File: config.mk
export PLATFORM = sky130hd
export DESIGN_NAME = spi_reg_slave
export DESIGN_NICKNAME = d
export VERILOG_FILES = /design/src/rtl/spi_reg_pkg.sv /design/src/rtl/spi_in_sync.sv /design/src/rtl/spi_rx_byte.sv /design/src/rtl/spi_tx_byte.sv /design/src/rtl/spi_reg_slave.sv
export SDC_FILE = /design/constraint.sdc
export NUM_CORES = 1
export LEC_CHECK = 0
export BUFFER_PORTS_ARGS = -buffer_cell sky130_fd_sc_hd__buf_2
export CAP_MARGIN = 25
export CORE_MARGIN = 3
export CORE_UTILIZATION = 52
export CTS_CLUSTER_DIAMETER = 30
export DETAILED_ROUTE_END_ITERATION = 6
export PLACE_DENSITY = 0.72
export RECOVER_POWER = 25
export SYNTH_ARGS = -nofsm -noshare
export SYNTH_HDL_FRONTEND = slang
export SYNTH_HIERARCHICAL = 1
export SYNTH_SLANG_ARGS = --single-unit
File: constraint.sdc
create_clock -name clk -period 3.7 [get_ports clk]
set_clock_uncertainty 0.05 [all_clocks]
set_input_delay 0.185 -clock clk [delete_from_list [all_inputs] [get_ports clk]]
set_output_delay 0.185 -clock clk [all_outputs]
set_load 0.05 [all_outputs]
File: src/rtl/spi_reg_pkg.sv
package spi_reg_pkg;
    localparam int BYTE_W = 8;
    localparam int CNT_W  = $clog2(BYTE_W);

    localparam logic [BYTE_W-1:0] CMD_TK_READ  = 8'h13;
    localparam logic [BYTE_W-1:0] CMD_TK_WRITE = 8'h12;

    typedef enum logic [2:0] {
        PH_OPCODE,
        PH_RD_ADDR,
        PH_WR_ADDR,
        PH_RD_DATA,
        PH_WR_DATA,
        PH_SKIP
    } phase_t;
endpackage

File: src/rtl/spi_in_sync.sv
module spi_in_sync #(
    parameter int             W       = 3,
    parameter int             STAGES  = 2,
    parameter logic [W-1:0]   RST_VAL = '0
) (
    input  logic         clk,
    input  logic         rst_n,
    input  logic [W-1:0] d,
    output logic [W-1:0] q
);
    logic [W-1:0] pipe [STAGES];

    for (genvar g = 0; g < STAGES; g++) begin : g_stage
        if (g == 0) begin : g_first
            always_ff @(posedge clk or negedge rst_n) begin
                if (!rst_n) pipe[g] <= RST_VAL;
                else        pipe[g] <= d;
            end
        end else begin : g_next
            always_ff @(posedge clk or negedge rst_n) begin
                if (!rst_n) pipe[g] <= RST_VAL;
                else        pipe[g] <= pipe[g-1];
            end
        end
    end

    assign q = pipe[STAGES-1];
endmodule

File: src/rtl/spi_rx_byte.sv
module spi_rx_byte
    import spi_reg_pkg::*;
(
    input  logic              clk,
    input  logic              rst_n,
    input  logic              clr,
    input  logic              sample,
    input  logic              bit_in,
    output logic              done,
    output logic [BYTE_W-1:0] byte_o
);
    logic [CNT_W-1:0]  cnt;
    logic [BYTE_W-1:0] sh;

    always_ff @(posedge clk or negedge rst_n) begin
        if (!rst_n) begin
            cnt <= '0;
            sh  <= '0;
        end else if (clr) begin
            cnt <= '0;
            sh  <= '0;
        end else if (sample) begin
            cnt <= cnt + 1'b1;
            sh  <= {sh[BYTE_W-2:0], bit_in};
        end
    end

    assign done   = sample && !clr && (cnt == CNT_W'(BYTE_W - 1));
    assign byte_o = {sh[BYTE_W-2:0], bit_in};
endmodule

File: src/rtl/spi_tx_byte.sv
module spi_tx_byte
    import spi_reg_pkg::*;
(
    input  logic              clk,
    input  logic              rst_n,
    input  logic              clr,
    input  logic              load,
    input  logic [BYTE_W-1:0] load_val,
    input  logic              shift,
    output logic              bit_out
);
    logic [BYTE_W-1:0] hold;
    logic              pending;
    logic [BYTE_W-1:0] sh;

    always_ff @(posedge clk or negedge rst_n) begin
        if (!rst_n) begin
            hold    <= '0;
            pending <= 1'b0;
            sh      <= '0;
        end else if (clr) begin
            pending <= 1'b0;
            sh      <= '0;
        end else begin
            if (shift) begin
                if (pending) begin
                    sh      <= hold;
                    pending <= 1'b0;
                end else begin
                    sh <= {sh[BYTE_W-2:0], 1'b0};
                end
            end
            if (load) begin
                hold    <= load_val;
                pending <= 1'b1;
            end
        end
    end

    assign bit_out = sh[BYTE_W-1];
endmodule

File: src/rtl/spi_reg_slave.sv
module spi_reg_slave
    import spi_reg_pkg::*;
#(
    parameter int SYNC_STAGES = 2
) (
    input  logic              clk,
    input  logic              rst_n,
    input  logic              spi_sck,
    input  logic              spi_cs_n,
    input  logic              spi_mosi,
    output logic              spi_miso,
    output logic [BYTE_W-1:0] reg_addr,
    output logic [BYTE_W-1:0] reg_wdata,
    output logic              reg_wr,
    output logic              reg_rd,
    input  logic [BYTE_W-1:0] reg_rdata
);
    logic [2:0]        pins_s;
    logic              cs_s, sck_s, mosi_s, sck_d;
    logic              sck_rise, sck_fall;
    logic              byte_done;
    logic [BYTE_W-1:0] byte_val;
    logic [BYTE_W-1:0] ptr;
    logic              rd_q;
    logic              tx_bit;
    phase_t            state, state_nxt;

    spi_in_sync #(.W(3), .STAGES(SYNC_STAGES), .RST_VAL(3'b100)) u_sync (
        .clk   (clk),
        .rst_n (rst_n),
        .d     ({spi_cs_n, spi_sck, spi_mosi}),
        .q     (pins_s)
    );

    assign {cs_s, sck_s, mosi_s} = pins_s;

    always_ff @(posedge clk or negedge rst_n) begin
        if (!rst_n) sck_d <= 1'b0;
        else        sck_d <= sck_s;
    end

    assign sck_rise = sck_s && !sck_d && !cs_s;
    assign sck_fall = !sck_s && sck_d && !cs_s;

    spi_rx_byte u_rx (
        .clk    (clk),
        .rst_n  (rst_n),
        .clr    (cs_s),
        .sample (sck_rise),
        .bit_in (mosi_s),
        .done   (byte_done),
        .byte_o (byte_val)
    );

    spi_tx_byte u_tx (
        .clk      (clk),
        .rst_n    (rst_n),
        .clr      (cs_s),
        .load     (rd_q),
        .load_val (reg_rdata),
        .shift    (sck_fall && state == PH_RD_DATA),
        .bit_out  (tx_bit)
    );

    assign spi_miso = (state == PH_RD_DATA) && tx_bit;

    // Phase register
    always_ff @(posedge clk or negedge rst_n) begin
        if (!rst_n) state <= PH_OPCODE;
        else        state <= state_nxt;
    end

    // Phase transitions
    always_comb begin
        state_nxt = state;
        if (cs_s) begin
            state_nxt = PH_OPCODE;
        end else if (byte_done) begin
            unique case (state)
                PH_OPCODE: begin
                    if (byte_val == CMD_TK_READ)       state_nxt = PH_RD_ADDR;
                    else if (byte_val == CMD_TK_WRITE) state_nxt = PH_WR_ADDR;
                    else                               state_nxt = PH_SKIP;
                end
                PH_RD_ADDR: state_nxt = PH_RD_DATA;
                PH_WR_ADDR: state_nxt = PH_WR_DATA;
                PH_RD_DATA, PH_WR_DATA, PH_SKIP: state_nxt = state;
                default:    state_nxt = PH_OPCODE;
            endcase
        end
    end

    // Register-side outputs
    always_ff @(posedge clk or negedge rst_n) begin
        if (!rst_n) begin
            reg_addr  <= '0;
            reg_wdata <= '0;
            reg_wr    <= 1'b0;
            reg_rd    <= 1'b0;
            ptr       <= '0;
            rd_q      <= 1'b0;
        end else begin
            reg_wr <= 1'b0;
            reg_rd <= 1'b0;
            rd_q   <= reg_rd;
            if (!cs_s && byte_done) begin
                unique case (state)
                    PH_RD_ADDR: begin
                        reg_addr <= byte_val;
                        ptr      <= byte_val + 1'b1;
                        reg_rd   <= 1'b1;
                    end
                    PH_RD_DATA: begin
                        reg_addr <= ptr;
                        ptr      <= ptr + 1'b1;
                        reg_rd   <= 1'b1;
                    end
                    PH_WR_ADDR: ptr <= byte_val;
                    PH_WR_DATA: begin
                        reg_addr  <= ptr;
                        reg_wdata <= byte_val;
                        ptr       <= ptr + 1'b1;
                        reg_wr    <= 1'b1;
                    end
                    PH_OPCODE, PH_SKIP: ;
                    default: ;
                endcase
            end
        end
    end
endmodule

Yosys cells after proc, flatten, opt, wreduce, memory -nomap -nowiden
Index checks and enable logic that the tools add are counted.
- output and inout bits: 19
- flip-flop bits (word level): 64
- input bits: 13
- equal/unequal tests: 9
- multiplexer cells: 21
- add/sub/neg operators: 3
- bitwise operators: 1
- reduce and logical (&&, ||, !) cells: 27
- operators with widths (operator ; number):
    $mux 8 ; 3
    $pmux 8 s3 ; 1
    $mux 3 ; 6
    $add 8x1->8 const B ; 2
    $eq 8x5->1 const B ; 2
    $pmux 8 s2 ; 1
    $mux 7 ; 2
    $pmux 3 s4 ; 1
    $reduce_and 2->1 ; 5
    $eq 3x3->1 const B ; 3
    $logic_and 1x1->1 ; 9
    $reduce_bool 2->1 ; 4
    $mux 1 ; 7
    $eq 3x2->1 const B ; 2
    $reduce_bool 3->1 ; 2
    $reduce_or 2->1 ; 2
    $add 3x1->3 const B ; 1
    $eq 3x1->1 const B ; 1
    $logic_not 1->1 ; 3
    $logic_not 3->1 ; 1
    $reduce_or 3->1 ; 1
    $ne 2x1->1 const B ; 1
    $not 1->1 ; 1

Longest topological paths before layout
- depth in word-level cells: 7
- gate-level depth with buffers: 12
- gate-level depth less buffers: 10

Modules after synthesis
Netlist, hierarchy kept.
- by module, submodules not included (module ; times used ; seq. area each (um2) ; cells each ; area each (um2)):
    spi_reg_slave ; 1 ; 775.7 ; 199 ; 1720.4
    spi_tx_byte ; 1 ; 425.4 ; 58 ; 785.8
    spi_rx_byte ; 1 ; 250.2 ; 37 ; 442.9
    spi_in_sync ; 1 ; 152.6 ; 9 ; 175.2

Worst setup path after synthesis
OpenSTA, ideal clock, no wires.
- path kind: reg2reg
- start: reg u_sync.pipe, in the netlist u_sync/q[2]
- end: reg ptr[6]
- path slack: 0.931 ns
- stages on the path, launching flop included: 12
- setup time: 0.142 ns
- arrival: 2.578 ns
- period minus slack after synthesis: 2.769 ns
- buffers on the path: 2
- cells stage by stage: dfstp_2 buf_4 nor3b_1 buf_6 nand2_1 nor2_1 nand2b_1 a21oi_4 mux2i_1 or3b_2 mux2i_1 a211oi_1
- cells in the longest elaborated chain, start to end: 6
- RTL lines (what ; RTL line ; RTL):
    start: declaration ; spi_in_sync.sv:11 ; logic [W-1:0] pipe [STAGES];
    start signal: indexed assignment ; spi_in_sync.sv:22 ; else pipe[g] <= pipe[g-1];
    $logic_not 1->1 ; spi_reg_slave.sv:42 ; assign sck_rise = sck_s && !sck_d && !cs_s;
    $logic_and 1x1->1 ; spi_reg_slave.sv:42 ;
    via sck_rise ; spi_reg_slave.sv:20 ; logic sck_rise, sck_fall;
    $logic_and 1x1->1 (2 in series) ; spi_rx_byte.sv:28 ; assign done = sample && !clr && (cnt == CNT_W'(BYTE_W - 1));
    via byte_done ; spi_reg_slave.sv:21 ; logic byte_done;
    $logic_and 1x1->1 ; spi_reg_slave.sv:106 ; if (!cs_s && byte_done) begin
    $reduce_and 2->1 (no source line) ; n/a ;
    end signal: assignment ; spi_reg_slave.sv:110 ; ptr <= byte_val + 1'b1;
    end signal: assignment ; spi_reg_slave.sv:115 ; ptr <= ptr + 1'b1;
    end signal: assignment ; spi_reg_slave.sv:118 ; PH_WR_ADDR: ptr <= byte_val;
    end: declaration ; spi_reg_slave.sv:23 ; logic [BYTE_W-1:0] ptr;
The timed path passes the listed nets, and every way through them passes these cells.
A chain may end at the register's enable or synchronous reset.

Worst setup path after layout
- start: reg u_sync.pipe, in the netlist u_sync/q[1]
- end: reg ptr[6]
- cells in the longest elaborated chain, start to end: 6
- RTL lines (what ; RTL line):
    $logic_and 1x1->1 (2 in series) ; spi_reg_slave.sv:42
    via sck_rise ; spi_reg_slave.sv:20
    $logic_and 1x1->1 (2 in series) ; spi_rx_byte.sv:28
    via byte_done ; spi_reg_slave.sv:21
    $logic_and 1x1->1 ; spi_reg_slave.sv:106
    $reduce_and 2->1 (no source line) ; n/a
The timed path passes the listed nets, and every way through them passes these cells.

==> flow_metrics.tcl <==
set metrics [dict create \
    start_util 0.550 \
    overflow 0 \
    synth_edf_count 0 \
    slew_headroom 0.0406 \
    use_met3 0.0523 \
    layout_commonest_cell "dfrtp_1" \
    rows 27 \
    multi_input_area_mm2 0.00136 \
    grt_usage 0.184 \
    cts_buffer_depth 2 \
    ys.flop_type "dfrtp_1" \
    crit_top_cell "mux2i_1" \
    avgViaCountPerCell 5.51 \
    irDropWorstVdd_uv 364 \
    grtUsageMet1 0.260 \
    end_kind "flop" \
    fin_cells 411 \
    fmax_mhz 340 \
    ant_nets 0 \
    crit_type "flop to flop" \
    via_count 2263 \
    drive_gt1_frac 0.195 \
    critical_path_arrival_ps 3100 \
    fin_crit_ps 2940 \
    clock-sinks 64 \
    cts_tree "done" \
    drc 0 \
    cts_setup_buffers 0 \
    synth_seq_area_share 0.513 \
    n_antenna_cell 0 \
    period_share 0.795 \
    dpl.cell_count 391 \
    clk_pin_slew_ps 60 \
    drt_iter0_drc 150 \
    seqCellArea_mm2 0.00160 \
    grt_pass1_vias 2222 \
    path_cells "nor3b_2 > buf_4 > nand2_1 > nor2_1 > nand2b_1 > a21oi_4 > mux2i_1 > or3b_2 > mux2i_1 > a211oi_1" \
    cp_slowest_cell "or3b_2" \
    rr_startpoint "u_sync/q[1]" \
    rsz0062_at_grt "false" \
    hold_viol_final 0 \
    yosys_register_bits 64 \
    yosysWarnings 6 \
    pin_count 32 \
    route.detailed.wl_per_inst_um 14.4 \
    final_cell_mix "dfrtp_1 (62), nand2_1 (42), nor2_1 (35)" \
    power_density_mw_per_mm2 355 \
    maxSlewViolCount 0 \
    drt_wl_total_mm 5.93 \
    die_w_um 83.5 \
    portBuffers 31 \
    gp_congestion 0.885 \
    ys_async_sr_fraction 1.00 \
    cts_buffers 9 \
    cts_resized 0 \
    synthToLayoutAreaGrowth_pct 11.2 \
    grt_start_max_net_pins 39 \
    min_from "reg_rdata[5]" \
    max_stage_delay_ps 470 \
    insertion_delay_ps 330 \
    synth.avg_cell_area_um2 10.3 \
    syn_area_mm2 0.00312 \
    yosys.cell_types.count 49 \
    core_mm2 0.00568 \
    cap_violations 0 \
    nets 350 \
    antenna_found_initial 0 \
    grt-busiest-layer "met2" \
    post-dp-hpwl_mm 4.10 \
    syn_inst 303 \
    outcome "finished clean" \
    cts_root_buffer "clkbuf_8" \
    cp-startpoint "u_sync/q[1]" \
    critPathRequiredTime_ps 3860 \
    p_leak_nw 1.58 \
    tns_ps 0 \
    synthesis.nets 319 \
    first_pass_iters 4 \
    final-setup-viol-count 0 \
    htreeDepth 3 \
    fill_cells 498 \
    design.die.area_mm2 0.00697 \
    worst_slew_pin_slew_ps 1440 \
    grt_pass1_wl_mm 10.5 \
    use_met2 0.280 \
    die_h_um 83.5 \
    hold_buffers 4 \
    worst_setup_path_start_kind "flop" \
    worst-path-max-fanout 16 \
    min_path_type "primary input to flop" \
]
==> cells by family after synthesis <==
logic type,share of synthesized area
multiplexers,0.103
buffers and inverters,0.0565
AND/OR/NAND/NOR,0.183
AO/OA/AOI/OAI,0.126
adder cells (fa/ha/maj),0.0120
XOR/XNOR,0.00561
flip-flops,0.513
==> state kept, by name, indices dropped and copies added (netlist names), 3 cells and up <==
signal / flops
u_sync/pipe: 3
u_tx/hold: 8
u_tx/sh: 8
ptr: 8
u_rx/sh: 7
state: 3
reg_addr: 8
reg_wdata: 8
u_rx/cnt: 3
u_sync/q: 3
==> synthesized netlist by cell type, types with 7 or more instances <==
cell type / instances / area share
a211oi_1: 8 / 0.019
a21oi_1: 10 / 0.016
buf_4: 8 / 0.019
dfrtp_1: 62 / 0.50
inv_1: 7 / 0.0084
mux2_4: 8 / 0.038
mux2i_1: 19 / 0.061
nand2_1: 42 / 0.050
nor2_1: 35 / 0.042
nor3b_1: 9 / 0.022
o21ai_0: 12 / 0.019
o221ai_1: 7 / 0.020
==> worst paths after layout <==
| kind | cells after the start | endpoint | slack [ps] |
|---|---|---|---|
| min in group asynchronous | 2 | u_tx/hold[5] | 670 |
| max | 10 | ptr[6] | 760 |
| max in group asynchronous | 3 | u_sync/pipe[5] | 1730 |
| min reg2reg | 0 | u_sync/q[1] | 300 |
| min | 2 | u_tx/hold[5] | 30 |
| max reg2reg | 10 | ptr[6] | 760 |
==> through the flow <==
step / power, W / utilization / cell area [µm²] / hold WS [ps] / setup WS (ps)
6_report: 0.00123 / 0.612 / 3470 / 29.8 / 758
5_1_grt: 0.00129 / 0.612 / 3470 / 18.7 / 542
4_1_cts: 0.00126 / 0.613 / 3480 / 15.4 / 749
3_5_place_dp: 0.000762 / 0.578 / 3280 / 179 / 750
3_3_place_gp: 0.000761 / 0.578 / 3280 / 168 / 955
2_1_floorplan: 0.000740 / - / 3120 / -161 / 931
==> worst max-delay path, delay by kind of cell (launching register included) <==
family	cells	cell delay (ps)
flip-flops	1	380
AO/OA/AOI/OAI	2	440
buffers and inverters	1	240
multiplexers	2	470
AND/OR/NAND/NOR	5	1220
==> metal layers <==
metal	wire [µm]	share of wire
met3	264	0.045
met4	60	0.010
met5	0	0
met1	2910	0.49
met2	2690	0.45
==> area by class of cell <==
type / instances / share of cell area
clock buffer: 12 / 0.0389
clock inverter: 4 / 0.00648
sequential: 64 / 0.462
tap: 72 / 0.0259
inverter: 8 / 0.00865
multi-input combinational: 210 / 0.390
timing repair buffer: 41 / 0.0681
==> power by group <==
| part | leakage (nW) | internal, W | total, W | switching (W) |
|---|---|---|---|---|
| Combinational | 0.626 | 0.0000148 | 0.0000406 | 0.0000258 |
| Sequential | 0.875 | 0.000706 | 0.000711 | 0.00000481 |
| Clock | 0.0801 | 0.000240 | 0.000483 | 0.000244 |
(Power assumes the default switching activity.)
